`config.mk`:
```
export PLATFORM = sky130hd
export DESIGN_NAME = dmd_dispatch_top
export DESIGN_NICKNAME = d
export VERILOG_FILES = /design/src/rtl/dmd_pkg.sv /design/src/rtl/dmd_scoreboard.sv /design/src/rtl/dmd_ss_pick.sv /design/src/rtl/dmd_vliw_group.sv /design/src/rtl/dmd_unit_map.sv /design/src/rtl/dmd_dispatch_top.sv
export SDC_FILE = /design/constraint.sdc
export NUM_CORES = 1
export LEC_CHECK = 0
export ABC_CLOCK_PERIOD_IN_PS = 14700
export BUFFER_PORTS_ARGS = -buffer_cell sky130_fd_sc_hd__buf_4
export CORE_MARGIN = 2
export CORE_UTILIZATION = 40
export DETAILED_ROUTE_END_ITERATION = 6
export PLACE_DENSITY = 0.62
export REMOVE_ABC_BUFFERS = 1
export SYNTH_ARGS = -nofsm -noshare
export SYNTH_HDL_FRONTEND = slang
export SYNTH_HIERARCHICAL = 1
export SYNTH_SLANG_ARGS = --single-unit
```
`constraint.sdc`:
```
create_clock -name clk -period 14.7 [get_ports clk]
set_clock_uncertainty 0.15 [all_clocks]
set_input_delay 2.94 -clock clk [delete_from_list [all_inputs] [get_ports clk]]
set_output_delay 2.94 -clock clk [all_outputs]
set_load 0.05 [all_outputs]
```
`src/rtl/dmd_pkg.sv`:
```
package dmd_pkg;

    localparam int SLOT_N   = 7;
    localparam int SS_WIDTH = 2;
    localparam int REG_N    = 16;
    localparam int REG_W    = $clog2(REG_N);

    localparam int N_ALU = 2;
    localparam int N_MUL = 2;
    localparam int N_LSU = 2;
    localparam int N_BR  = 1;
    localparam int UNIT_N = N_ALU + N_MUL + N_LSU + N_BR;
    localparam int UNIT_W = $clog2(UNIT_N);

    localparam int LAT_ALU = 1;
    localparam int LAT_MUL = 2;
    localparam int LAT_LSU = 3;
    localparam int LAT_BR  = 1;
    localparam int LAT_MAX = (LAT_LSU > LAT_MUL) ? ((LAT_LSU > LAT_ALU) ? LAT_LSU : LAT_ALU)
                                                 : ((LAT_MUL > LAT_ALU) ? LAT_MUL : LAT_ALU);
    localparam int CNT_W   = (LAT_MAX > 2) ? $clog2(LAT_MAX) : 1;
    localparam int CW      = $clog2(SLOT_N + 1);

    typedef enum logic [1:0] {
        FU_ALU = 2'd0,
        FU_MUL = 2'd1,
        FU_LSU = 2'd2,
        FU_BR  = 2'd3
    } fu_cls_e;

    typedef struct packed {
        logic             vld;
        fu_cls_e          cls;
        logic [REG_W-1:0] src_a;
        logic [REG_W-1:0] src_b;
        logic [REG_W-1:0] dst;
        logic             dst_en;
    } instr_t;

    function automatic logic [CW-1:0] cls_units(fu_cls_e c);
        case (c)
            FU_ALU:  return CW'(N_ALU);
            FU_MUL:  return CW'(N_MUL);
            FU_LSU:  return CW'(N_LSU);
            default: return CW'(N_BR);
        endcase
    endfunction

    function automatic logic [UNIT_W-1:0] cls_base(fu_cls_e c);
        case (c)
            FU_ALU:  return UNIT_W'(0);
            FU_MUL:  return UNIT_W'(N_ALU);
            FU_LSU:  return UNIT_W'(N_ALU + N_MUL);
            default: return UNIT_W'(N_ALU + N_MUL + N_LSU);
        endcase
    endfunction

    function automatic logic [CNT_W-1:0] cls_hold(fu_cls_e c);
        case (c)
            FU_ALU:  return CNT_W'(LAT_ALU - 1);
            FU_MUL:  return CNT_W'(LAT_MUL - 1);
            FU_LSU:  return CNT_W'(LAT_LSU - 1);
            default: return CNT_W'(LAT_BR - 1);
        endcase
    endfunction

endpackage

```
`src/rtl/dmd_scoreboard.sv`:
```
module dmd_scoreboard
    import dmd_pkg::*;
(
    input  logic                   clk,
    input  logic                   rst,
    input  logic [SLOT_N-1:0]      set_en,
    input  logic [SLOT_N-1:0]      dst_en,
    input  logic [REG_W-1:0]       dst [SLOT_N],
    input  fu_cls_e                cls [SLOT_N],
    output logic [REG_N-1:0]       busy
);

    logic [CNT_W-1:0] cnt [REG_N];
    logic [CNT_W-1:0] nxt [REG_N];

    // countdown per register; the youngest writer in the window wins
    always_comb begin
        for (int r = 0; r < REG_N; r++) begin
            nxt[r] = (cnt[r] != '0) ? cnt[r] - CNT_W'(1) : '0;
            for (int s = 0; s < SLOT_N; s++) begin
                if (set_en[s] && dst_en[s] && (dst[s] == REG_W'(r)))
                    nxt[r] = cls_hold(cls[s]);
            end
        end
    end

    always_ff @(posedge clk) begin
        for (int r = 0; r < REG_N; r++) begin
            if (rst) cnt[r] <= '0;
            else     cnt[r] <= nxt[r];
        end
    end

    generate
        for (genvar r = 0; r < REG_N; r++) begin : g_busy
            assign busy[r] = (cnt[r] != '0);
        end
    endgenerate

endmodule

```
`src/rtl/dmd_ss_pick.sv`:
```
module dmd_ss_pick
    import dmd_pkg::*;
(
    input  instr_t             win [SLOT_N],
    input  logic [REG_N-1:0]   busy,
    output logic [SLOT_N-1:0]  ok
);

    logic          chain;
    logic          blocked;
    logic [CW-1:0] same_n;

    always_comb begin
        chain   = 1'b1;
        blocked = 1'b0;
        same_n  = '0;
        ok      = '0;
        for (int k = 0; k < SLOT_N; k++) begin
            if (k < SS_WIDTH) begin
                blocked = !win[k].vld || busy[win[k].src_a] || busy[win[k].src_b];
                same_n  = '0;
                for (int j = 0; j < k; j++) begin
                    if (win[j].dst_en &&
                        (win[j].dst == win[k].src_a || win[j].dst == win[k].src_b))
                        blocked = 1'b1;
                    if (win[j].cls == win[k].cls)
                        same_n = same_n + CW'(1);
                end
                if (same_n >= cls_units(win[k].cls))
                    blocked = 1'b1;
                chain = chain && !blocked;
                ok[k] = chain;
            end
        end
    end

endmodule

```
`src/rtl/dmd_vliw_group.sv`:
```
module dmd_vliw_group
    import dmd_pkg::*;
(
    input  logic [SLOT_N-1:0]  vld,
    input  fu_cls_e            cls [SLOT_N],
    output logic [SLOT_N-1:0]  ok
);

    logic          chain;
    logic          blocked;
    logic [CW-1:0] same_n;

    always_comb begin
        chain   = 1'b1;
        blocked = 1'b0;
        same_n  = '0;
        for (int k = 0; k < SLOT_N; k++) begin
            blocked = !vld[k];
            if (k > 0 && (cls[k] < cls[k-1]))
                blocked = 1'b1;
            same_n = '0;
            for (int j = 0; j < k; j++) begin
                if (cls[j] == cls[k])
                    same_n = same_n + CW'(1);
            end
            if (same_n >= cls_units(cls[k]))
                blocked = 1'b1;
            chain = chain && !blocked;
            ok[k] = chain;
        end
    end

endmodule

```
`src/rtl/dmd_unit_map.sv`:
```
module dmd_unit_map
    import dmd_pkg::*;
(
    input  logic [SLOT_N-1:0]  issue,
    input  fu_cls_e            cls [SLOT_N],
    output logic [UNIT_W-1:0]  unit [SLOT_N]
);

    logic [CW-1:0] rank;

    always_comb begin
        rank = '0;
        for (int k = 0; k < SLOT_N; k++) begin
            rank = '0;
            for (int j = 0; j < k; j++) begin
                if (issue[j] && cls[j] == cls[k])
                    rank = rank + CW'(1);
            end
            unit[k] = issue[k] ? cls_base(cls[k]) + UNIT_W'(rank) : '0;
        end
    end

endmodule

```
`src/rtl/dmd_dispatch_top.sv`:
```
module dmd_dispatch_top
    import dmd_pkg::*;
(
    input  logic                      clk,
    input  logic                      rst,
    input  logic                      mode_vliw,
    input  logic                      stall,
    input  logic [SLOT_N-1:0]         q_valid,
    input  logic [2*SLOT_N-1:0]       q_class,
    input  logic [REG_W*SLOT_N-1:0]   q_src_a,
    input  logic [REG_W*SLOT_N-1:0]   q_src_b,
    input  logic [REG_W*SLOT_N-1:0]   q_dst,
    input  logic [SLOT_N-1:0]         q_dst_en,
    output logic [SLOT_N-1:0]         iss_valid,
    output logic [UNIT_W*SLOT_N-1:0]  iss_unit,
    output logic [CW-1:0]             iss_count
);

    instr_t             win   [SLOT_N];
    fu_cls_e            cls   [SLOT_N];
    logic [REG_W-1:0]   dst   [SLOT_N];
    logic [UNIT_W-1:0]  unit  [SLOT_N];
    logic [SLOT_N-1:0]  ss_ok;
    logic [SLOT_N-1:0]  vl_ok;
    logic [REG_N-1:0]   busy;

    generate
        for (genvar k = 0; k < SLOT_N; k++) begin : g_slot
            assign cls[k]        = fu_cls_e'(q_class[2*k +: 2]);
            assign dst[k]        = q_dst[REG_W*k +: REG_W];
            assign win[k].vld    = q_valid[k];
            assign win[k].cls    = cls[k];
            assign win[k].src_a  = q_src_a[REG_W*k +: REG_W];
            assign win[k].src_b  = q_src_b[REG_W*k +: REG_W];
            assign win[k].dst    = dst[k];
            assign win[k].dst_en = q_dst_en[k];
            assign iss_unit[UNIT_W*k +: UNIT_W] = unit[k];
        end
    endgenerate

    dmd_ss_pick u_ss (
        .win  (win),
        .busy (busy),
        .ok   (ss_ok)
    );

    dmd_vliw_group u_vliw (
        .vld (q_valid),
        .cls (cls),
        .ok  (vl_ok)
    );

    assign iss_valid = stall ? '0 : (mode_vliw ? vl_ok : ss_ok);

    dmd_unit_map u_map (
        .issue (iss_valid),
        .cls   (cls),
        .unit  (unit)
    );

    dmd_scoreboard u_sb (
        .clk    (clk),
        .rst    (rst),
        .set_en (iss_valid),
        .dst_en (q_dst_en),
        .dst    (dst),
        .cls    (cls),
        .busy   (busy)
    );

    always_comb begin
        iss_count = '0;
        for (int k = 0; k < SLOT_N; k++)
            iss_count = iss_count + CW'(iss_valid[k]);
    end

    logic [UNIT_N-1:0] unit_occ;
    always_comb begin
        unit_occ = '0;
        for (int k = 0; k < SLOT_N; k++)
            if (iss_valid[k]) unit_occ[unit[k]] = 1'b1;
    end

    p_ss_width_r1: assert property (@(posedge clk) disable iff (rst)
        !mode_vliw |-> ($countones(iss_valid) <= SS_WIDTH));

    p_prefix_r1: assert property (@(posedge clk) disable iff (rst)
        ((iss_valid & (iss_valid + SLOT_N'(1))) == '0));

    p_src_ready_r2: assert property (@(posedge clk) disable iff (rst)
        (!mode_vliw && iss_valid[0]) |-> (!busy[win[0].src_a] && !busy[win[0].src_b]));

    p_unit_distinct_r8: assert property (@(posedge clk) disable iff (rst)
        $countones(unit_occ) == $countones(iss_valid));

    p_stall_nowrite_r9: assert property (@(posedge clk) disable iff (rst)
        stall |=> ((busy & ~$past(busy)) == '0));

endmodule

```
# After elaboration in Yosys (flattened, before gate mapping)
# Memory sizes are Yosys's and may differ from the RTL's.
# Index checks and enable logic that the tools add are counted.
# totals
out_inout_bits	31
mem_count	1
regBits	0
ramBits	32
# classes
add_sub_neg	58
mux	243
eq_ne	142
bitwise_logic	16
magnitude_cmp	17
reduce_logical	206
# mem_list
name	depth	width	rd	rd_clocked_by_memory_dff	wr	line	text
u_sb.cnt	16	2	16	0	16	dmd_scoreboard.sv:13	logic [CNT_W-1:0] cnt [REG_N];
# op_table
op	n
2-to-1 mux 2 bit	151
== test 4 bit, second input constant	56
logical AND 1 bit	148
== test 4 x 3 -> 1 bit, second input constant	28
2-to-1 mux 3 bit	37
one-hot mux 3 bit (3 select lines)	7
adder 3 x 1 -> 3 bit, second input constant	20
== test 4 x 2 -> 1 bit, second input constant	14
== test 2 bit	21
2-to-1 mux 1 bit	35
nonzero test 2 bit	16
subtractor 2 x 1 -> 2 bit, second input constant	16
== test 4 x 1 -> 1 bit, second input constant	7
zero test 4 bit	7
one-hot mux 2 bit (2 select lines)	7
OR reduction 3 bit	7
adder 1 x 1 -> 2 bit, second input constant	10
< comparator 4 x 5 -> 1 bit, second input constant	4
binary-select mux 1 bit (select 4 bit)	4
zero test 1 bit	16
OR 1 bit	16
adder 3 x 1 -> 3 bit	5
adder 3 bit	5
>= comparator 3 x 2 -> 1 bit	5
other kinds (11)	40

# Longest topological paths before layout
# Gate-level depths: netlist of run 1.
# logic_depth
ltp_word	32
depth_mapped	27
depth_no_buf	26

# Modules after synthesis
# The synthesis of run 1 kept the hierarchy.
# by_module_without_submodules
module	cells_per_inst	instances	area_per_inst_um2	seq_area_each_um2
dmd_scoreboard	700	1	4663.2	640.6
dmd_vliw_group	217	1	1655.3	0.0
dmd_unit_map	202	1	1520.2	0.0
dmd_ss_pick	63	1	704.4	0.0
dmd_dispatch_top	25	1	215.2	0.0

# Worst setup path before layout of run 1
# Ideal clock, no wire load.
# synth_path
kind	in2out
start	input q_src_a[4]
end	output iss_unit[20]
arrival_ns	9.529
path_slack_ns	2.081
stages	25
cell_sequence	clkbuf_1 -> mux4_2 -> a22oi_1 -> nand4_1 -> nor4b_4 -> buf_4 -> mux2i_1 -> nor2_1 -> nand3_1 -> inv_1 -> ha_1 -> nor4_1 -> or2_2 -> ha_1 -> nand4_1 -> o31ai_2 -> ha_1 -> mux2_4 -> ha_1 -> mux2_2 -> ha_1 -> xnor2_1 -> xnor2_1 -> xnor3_1 -> and2_1
# synth_between
elab_chain_len	22
word_cells_on_any_way	25
classes_between	5 x add/sub; 1 x eq/ne; 12 x mux; 7 x reduce/logical
# synth_lines
element	line	text
start, declared	dmd_dispatch_top.sv:10	input logic [REG_W*SLOT_N-1:0] q_src_a,
binary-select mux 1 bit (select 4 bit)	dmd_ss_pick.sv:20	blocked = !win[k].vld || busy[win[k].src_a] || busy[win[k].src_b];
2-to-1 mux 1 bit (not written as such)	dmd_ss_pick.sv:20	
logical OR 1 bit (2 in series)	dmd_ss_pick.sv:20	
2-to-1 mux 1 bit *	dmd_ss_pick.sv:23	if (win[j].dst_en &&
2-to-1 mux 1 bit *	dmd_ss_pick.sv:29	if (same_n >= cls_units(win[k].cls))
zero test 1 bit *	dmd_ss_pick.sv:31	chain = chain && !blocked;
logical AND 1 bit *	dmd_ss_pick.sv:31	
via u_ss.chain	dmd_ss_pick.sv:9	logic chain;
[... 2 more ...]	-	
via iss_valid[1]	dmd_dispatch_top.sv:14	output logic [SLOT_N-1:0] iss_valid,
[... 4 more ...]	-	
adder 3 x 1 -> 3 bit	dmd_unit_map.sv:17	rank = rank + CW'(1);
2-to-1 mux 3 bit *	dmd_unit_map.sv:16	if (issue[j] && cls[j] == cls[k])
adder 3 x 1 -> 3 bit	dmd_unit_map.sv:17	
2-to-1 mux 3 bit *	dmd_unit_map.sv:16	
adder 3 x 1 -> 3 bit	dmd_unit_map.sv:17	
2-to-1 mux 3 bit *	dmd_unit_map.sv:16	
adder 3 bit *	dmd_unit_map.sv:19	unit[k] = issue[k] ? cls_base(cls[k]) + UNIT_W'(rank) : '0;
2-to-1 mux 3 bit *	dmd_unit_map.sv:19	
end, declared	dmd_dispatch_top.sv:15	output logic [UNIT_W*SLOT_N-1:0] iss_unit,
# Mark *: on every way through the listed nets, which the timed path passes. The rest lies on a longest branch. The select of a mux whose other input is x is not followed.

# Final worst setup path of run 1
# layout_path
start	input q_src_a[0]
end	output iss_unit[20]
# layout_between
elab_chain_len	22
word_cells_on_any_way	24
classes_between	6 x add/sub; 12 x mux; 6 x reduce/logical
# layout_lines
element	line	text
binary-select mux 1 bit (select 4 bit) *	dmd_ss_pick.sv:20	
2-to-1 mux 1 bit (not written as such) *	dmd_ss_pick.sv:20	
logical OR 1 bit * (2 in series)	dmd_ss_pick.sv:20	
2-to-1 mux 1 bit *	dmd_ss_pick.sv:29	
zero test 1 bit *	dmd_ss_pick.sv:31	
via ss_ok[0]	dmd_dispatch_top.sv:23	logic [SLOT_N-1:0] ss_ok;
2-to-1 mux 7 bit * (2 in series)	dmd_dispatch_top.sv:53	assign iss_valid = stall ? '0 : (mode_vliw ? vl_ok : ss_ok);
logical AND 1 bit	dmd_unit_map.sv:16	
[... 5 more ...]	-	
adder 3 x 1 -> 3 bit	dmd_unit_map.sv:17	
2-to-1 mux 3 bit *	dmd_unit_map.sv:16	
adder 3 x 1 -> 3 bit	dmd_unit_map.sv:17	
2-to-1 mux 3 bit *	dmd_unit_map.sv:16	
adder 3 x 1 -> 3 bit	dmd_unit_map.sv:17	
2-to-1 mux 3 bit *	dmd_unit_map.sv:16	
adder 3 bit *	dmd_unit_map.sv:19	
2-to-1 mux 3 bit *	dmd_unit_map.sv:19	
# Marks and branches as above.

==> impl_metrics.toml, run 1 <==
[synthesis]
syn_avg_cell_area_um2 = 7.26
synth_edf_count = 0
yosysMostFrequentCell = "nand2_1"
async_flop_share_pct = 0
ys_seq_area_share_pct = 7.31
yosys-top-cells-count = "114 x nand2_1, 105 x nor2_1, 76 x xnor2_1"
synth-seq-cells = 32
syn_area_um2 = 8760
synth_warnings = 6
synth_ff_type = "dfxtp_1"
synth_cells = 1207
synth_top_area_cell = "ha_1"
yosys-top-cells-area = "ha_1 8.0%, xnor2_1 7.6%, dfxtp_1 7.3%, nand2_1 4.9%, nor2_1 4.5%"
synth_top_area_share_pct = 8.00
synth_cell_types = 97

[pwr]
total_power_w = 0.000439
sw_frac_of_total_pct = 40.1
p_leak_nw = 3.77
intPower_w = 0.000263
power_switching_w = 0.000176
p_comb_share_pct = 51.0
powerDensity_nw_per_um2 = 45.5
seqPwrFrac_pct = 20.1
clkPwrFrac_pct = 28.9
vdd_drop_max_uv = 38.0

[cts]
cts-resized-gates = 0
clock_sinks = 32
post_cts_buffers = 0
postCtsHoldBufs = 0
cts_tree = "built"
numCtsBuffers = 5
htreeDepth = 2
clk_path_buf_depth = 2
clk_latency_ns = 0.28
cts-root-buf = "clkbuf_16"
clk_pin_slew_ns = 0.05

[global_routing]
grt_first_pass_wirelength_mm = 49.8
grt_usage_pct = 26.5
grt_max_degree = 36
first_global_vias = 8626
grt-ovfl-total = 0
antenna_found_initial = 1

[layout]
layout.cells.non_filler = 1523
n_antenna_cell = 0
largest_reg_flops = 32
syn_to_final_growth_pct = 10.1
top_register = "u_sb/cnt"
biggestRegsByFlops = "u_sb/cnt x32"
layout-drive-gt1-share_pct = 15.3
nNetsFinal = 1419
final_util_pct = 44.5

[detailed_routing]
drt-pass1-iter-count = 6
wl_mm = 32.1
route.detailed.drc = 0
vias = 9404
drt-initial-drc-count = 1103
wl_per_cell_um = 21.0
via_per_inst = 6.17
antenna_left = 0

[run_status]
status = "finished, final reports clean"

[placement]
placed_cells = 1515
place_congestion = 0.990
hpwlAfterDp_mm = 25.1
place.port_buffers = 105

[worst_setup_path]
crit_arrival_ns = 9.14
critPathMostFrequentCell = "ha_1"
critical_path_class = "in2out"
cp.required_ns = 11.61
crit_chain = "buf_4 -> mux4_1 -> mux4_2 -> and4bb_1 -> mux2i_1 -> nor2_1 -> buf_4 -> and3_1 -> ha_1 -> nor4_1 -> or2_2 -> ha_1 -> nand4_1 -> o31ai_2 -> ha_1 -> mux2_4 -> ha_1 -> mux2_2 -> ha_1 -> xnor2_1 -> xnor2_1 -> xnor3_1 -> and2_1 -> buf_4"
critical_path_buf_inv_count = 3
cp_top_family = "simple AND/OR/NAND/NOR gates"
slowest_stage = "nor4_1"
worstRegToRegCells = 14
worst-path-max-fanout = 10
endpoint_kind = "primary output"
cpPeakStageDelay_ns = 0.58
critPathLaunchType = "primary input"
crit_cells = 24

[sta]
finalHoldViolations = 0
maxSlewViolCount = 0
tightest_slew_ns = 1.08
fin_crit_ns = 12.23
min_period_over_period_pct = 83.2
fmax_ghz = 0.0818
setup_viol = 0
max-slew-margin-rel_pct = 27.6
rsz0062_at_grt = "false"
setup_tns_ns = 0

[floorplanning]
core-area_um2 = 21700
design.die.area_um2 = 23100
num_rows = 54
die_w_um = 152
io_pins = 147
initial_core_util_pct = 40.4
die_h_um = 152

[hold_path]
hp-class = "reg2reg"
min_path_cells = 4

[run]
maxCapViolCount = 0
## final timing paths
check	from	end	slack, ns
hold / removal	u_sb/cnt[0][15]	u_sb/cnt[0][15]	0.60
hold reg to reg	u_sb/cnt[0][15]	u_sb/cnt[0][15]	0.60
setup / recovery	q_src_a[0]	iss_unit[20]	2.47
setup reg to reg	u_sb/cnt[1][11]	u_sb/cnt[0][10]	10.08
## stage by stage
step	hold slack, ns	setup WS, ns	cell area (µm²)
floorplan	0.485	2.19	8270
global placement	0.571	2.68	9460
detailed placement	0.582	2.50	9460
CTS	0.594	2.50	9650
global route	0.632	2.06	9650
finish	0.604	2.47	9650
## layout make-up
class / count / area [µm²]
Fill cell: 2255 / 12000
Multi-Input combinational cell: 1042 / 7450
Timing Repair Buffer: 112 / 841
Sequential cell: 32 / 641
Tap cell: 280 / 350
Inverter: 49 / 184
Clock buffer: 7 / 153
Clock inverter: 1 / 30.0
## power by group through the flow
stage | sequential, W | clock (W) | combinational (W)
6_report | 0.0000883 | 0.000127 | 0.000224
5_1_grt | 0.0000883 | 0.000131 | 0.000245
4_1_cts | 0.0000882 | 0.000128 | 0.000222
3_5_place_dp | 0.0000901 | 0 | 0.000221
3_3_place_gp | 0.0000900 | 0 | 0.000217
2_1_floorplan | 0.0000899 | 0 | 0.000138
## routing by layer
metal / track usage (%) / up-vias / routed length (µm)
li1: - / 4442 / -
met2: 41.6 / 509 / 14000
met3: 3.71 / 59 / 2950
met1: 38.2 / 4394 / 14300
met5: 0 / - / 0
met4: 6.99 / 0 / 813
## tightest hold or removal path, delay by kind of cell (launching register included)
kind	cells	cell delay (ns)
and+or+nand+nor	1	0.05
AOI/OAI and AO/OA	2	0.19
DFF	1	0.32
muxes	1	0.15
## logic make-up (layout without fill, tap and decap cells)
group,after synthesis,count (layout),synth area share [%]
AO/OA/AOI/OAI,274,274,21.3
XOR/XNOR,115,115,12.2
adder cells (fa/ha/maj),61,61,9.14
buffers and inverters,137,169,7.81
flip-flops,32,32,7.31
multiplexers,51,51,8.20
other,2,6,0.0857
AND/OR/NAND/NOR,535,535,33.9
## placed cells by master (no fill, tap or decap), types with 32 or more instances in the layout
cell and count:
xnor2_1 76, a21oi_1 60, ha_1 56, nor2_1 105, nor3_1 32, xor2_1 35, o21ai_0 53, dfxtp_1 32
nand3_1 47, inv_1 49, buf_4 112, nand2_1 114
No activity file was read; power rests on OpenSTA's default activity.
==> inputs of run 2 (changes only) <==
ABC_CLOCK_PERIOD_IN_PS = 9800   (was 14700)
PLACE_DENSITY = 0.64   (was 0.62)
clock period = 9.8 ns   (was 14.7 ns; I/O delays follow)
==> run 2 against run 1 <==
Against the previous run: core utilization up 0.54 points; wire length down 1.2%; flip-flop and latch count unchanged; die area unchanged; global-route usage down 0.066 points; critical path type unchanged; sequential share of layout area down 0.080 points; via count down 0.30%; design area up 1.2%.
==> impl_metrics.toml, run 2 (synthesis results as in run 1) <==
[detailed_routing]
wl_mm = 31.7
antenna_left = 0
via_per_inst = 6.10
drt-pass1-iter-count = 6
route.detailed.drc = 0
vias = 9376
drt-initial-drc-count = 1216
wl_per_cell_um = 20.6

[sta]
min_period_over_period_pct = 97.1
fmax_ghz = 0.105
setup_viol = 0
finalHoldViolations = 0
fin_ws_ns = 0.285
fin_crit_ns = 9.51
tightest_slew_ns = 1.02
max-slew-margin-rel_pct = 31.7
setup_tns_ns = 0
maxSlewViolCount = 0
timing.hold.ws_ns = 0.627

[cts]
clk_path_buf_depth = 2
clock_sinks = 32
clk_pin_slew_ns = 0.05
cts-root-buf = "clkbuf_16"
clk_latency_ns = 0.28
htreeDepth = 2
cts_tree = "built"
postCtsHoldBufs = 0
numCtsBuffers = 5

[global_routing]
antenna_found_initial = 0
grt_first_pass_wirelength_mm = 49.3
grt_max_degree = 36
grt-ovfl-total = 0
grt_usage_pct = 26.5
first_global_vias = 8514

[hold_path]
min_path_cells = 4
hp-class = "reg2reg"

[worst_setup_path]
critical_path_class = "in2out"
critPathLaunchType = "primary input"
worstRegToRegCells = 13
worst-path-max-fanout = 4
endpoint_kind = "primary output"
crit_arrival_ns = 7.40
cp.required_ns = 7.69

[pwr]
vdd_drop_max_uv = 55.8
total_power_w = 0.000652
p_leak_nw = 3.79
powerDensity_nw_per_um2 = 66.7

[run_status]
status = "finished, final reports clean"

[layout]
biggestRegsByFlops = "u_sb/cnt x32"
largest_reg_flops = 32
final_util_pct = 45.0
n_antenna_cell = 0
final_common_cell = "buf_4"
nNetsFinal = 1433
top_register = "u_sb/cnt"
n_fill_cell = 2212
layout-drive-gt1-share_pct = 17.0
final_cell_mix = "125 x buf_4, 114 x nand2_1, 104 x nor2_1, 76 x xnor2_1, 60 x a21oi_1"
syn_to_final_growth_pct = 11.5

[floorplanning]
design.die.area_um2 = 23100
die_w_um = 152
die_h_um = 152
core-area_um2 = 21700
initial_core_util_pct = 40.4
num_rows = 54
io_pins = 147

[run]
maxCapViolCount = 0

[placement]
place_congestion = 0.967
place_ws_ns = 0.130
place.port_buffers = 105
hpwlAfterDp_mm = 25.3
[run 2: cell count changes in the layout (fill, tap and decap cells not counted), moves of 2 or more]
cell,delta
buf_4,+13
clkbuf_8,-2
mux4_1,-4
mux4_2,+4
[run 2: where the power goes]
group / switching, W / total, W / internal [W]
registers: 0.000000831 / 0.000132 / 0.000131
clock network: 0.0000570 / 0.000176 / 0.000119
logic: 0.000208 / 0.000343 / 0.000135
[run 2: through the flow]
| stage | cell area, µm² | std cells |
|---|---|---|
| floorplan | 8270 | 1123 |
| global placement | 9560 | 1528 |
| detailed placement | 9560 | 1528 |
| CTS | 9730 | 1536 |
| global route | 9760 | 1537 |
| finish | 9760 | 1537 |
[run 2: layout make-up]
type	instances	area (µm²)	area share, %
clock buffer	5	125	1.28
clock inverter	3	42.5	0.436
inverter	49	184	1.88
multi-input combinational	1042	7470	76.5
sequential	32	641	6.56
tap	280	350	3.59
timing repair buffer	126	950	9.73
[run 2: critical path, cell delays in order]
cell,delay (ns)
buf_4,0.12
mux4_2,0.49
mux4_2,0.48
and4bb_1,0.33
nor4b_4,0.21
mux2i_2,0.14
nor2_2,0.18
nand3_2,0.11
inv_2,0.08
ha_4,0.20
o31a_1,0.11
or2_2,0.30
ha_1,0.29
nand4_1,0.10
o31ai_2,0.08
ha_1,0.29
mux2_4,0.28
ha_1,0.27
mux2_2,0.27
ha_1,0.21
xnor2_1,0.18
xnor2_1,0.14
xnor3_1,0.22
and2_1,0.16
buf_4,0.18
[run 2: final timing paths]
path	to	start	slack (ns)
setup reg to reg	u_sb/cnt[1][14]	u_sb/cnt[1][11]	5.22
hold / removal	u_sb/cnt[0][2]	u_sb/cnt[0][3]	0.63
setup / recovery	iss_unit[20]	q_src_a[0]	0.29
hold reg to reg	u_sb/cnt[0][2]	u_sb/cnt[0][3]	0.63
[run 2: routing by layer]
layer | vias up | global-route usage (%) | wire [µm] | share of wire (%)
li1 | 4477 | - | - | -
met3 | 54 | 3.85 | 3210 | 10
met2 | 557 | 40.6 | 13600 | 43
met4 | 0 | 7.83 | 888 | 2.8
met1 | 4288 | 38.4 | 14000 | 44
met5 | - | 0 | 0 | 0
[run 2: what timing repair did]
| action | in CTS | in global routing |
|---|---|---|
| setup endpoints to repair | 0 | 2 |
| buffers inserted | 0 | 1 |
| hold endpoints to repair | 0 | 0 |
| gates resized for setup | 0 | 12 |
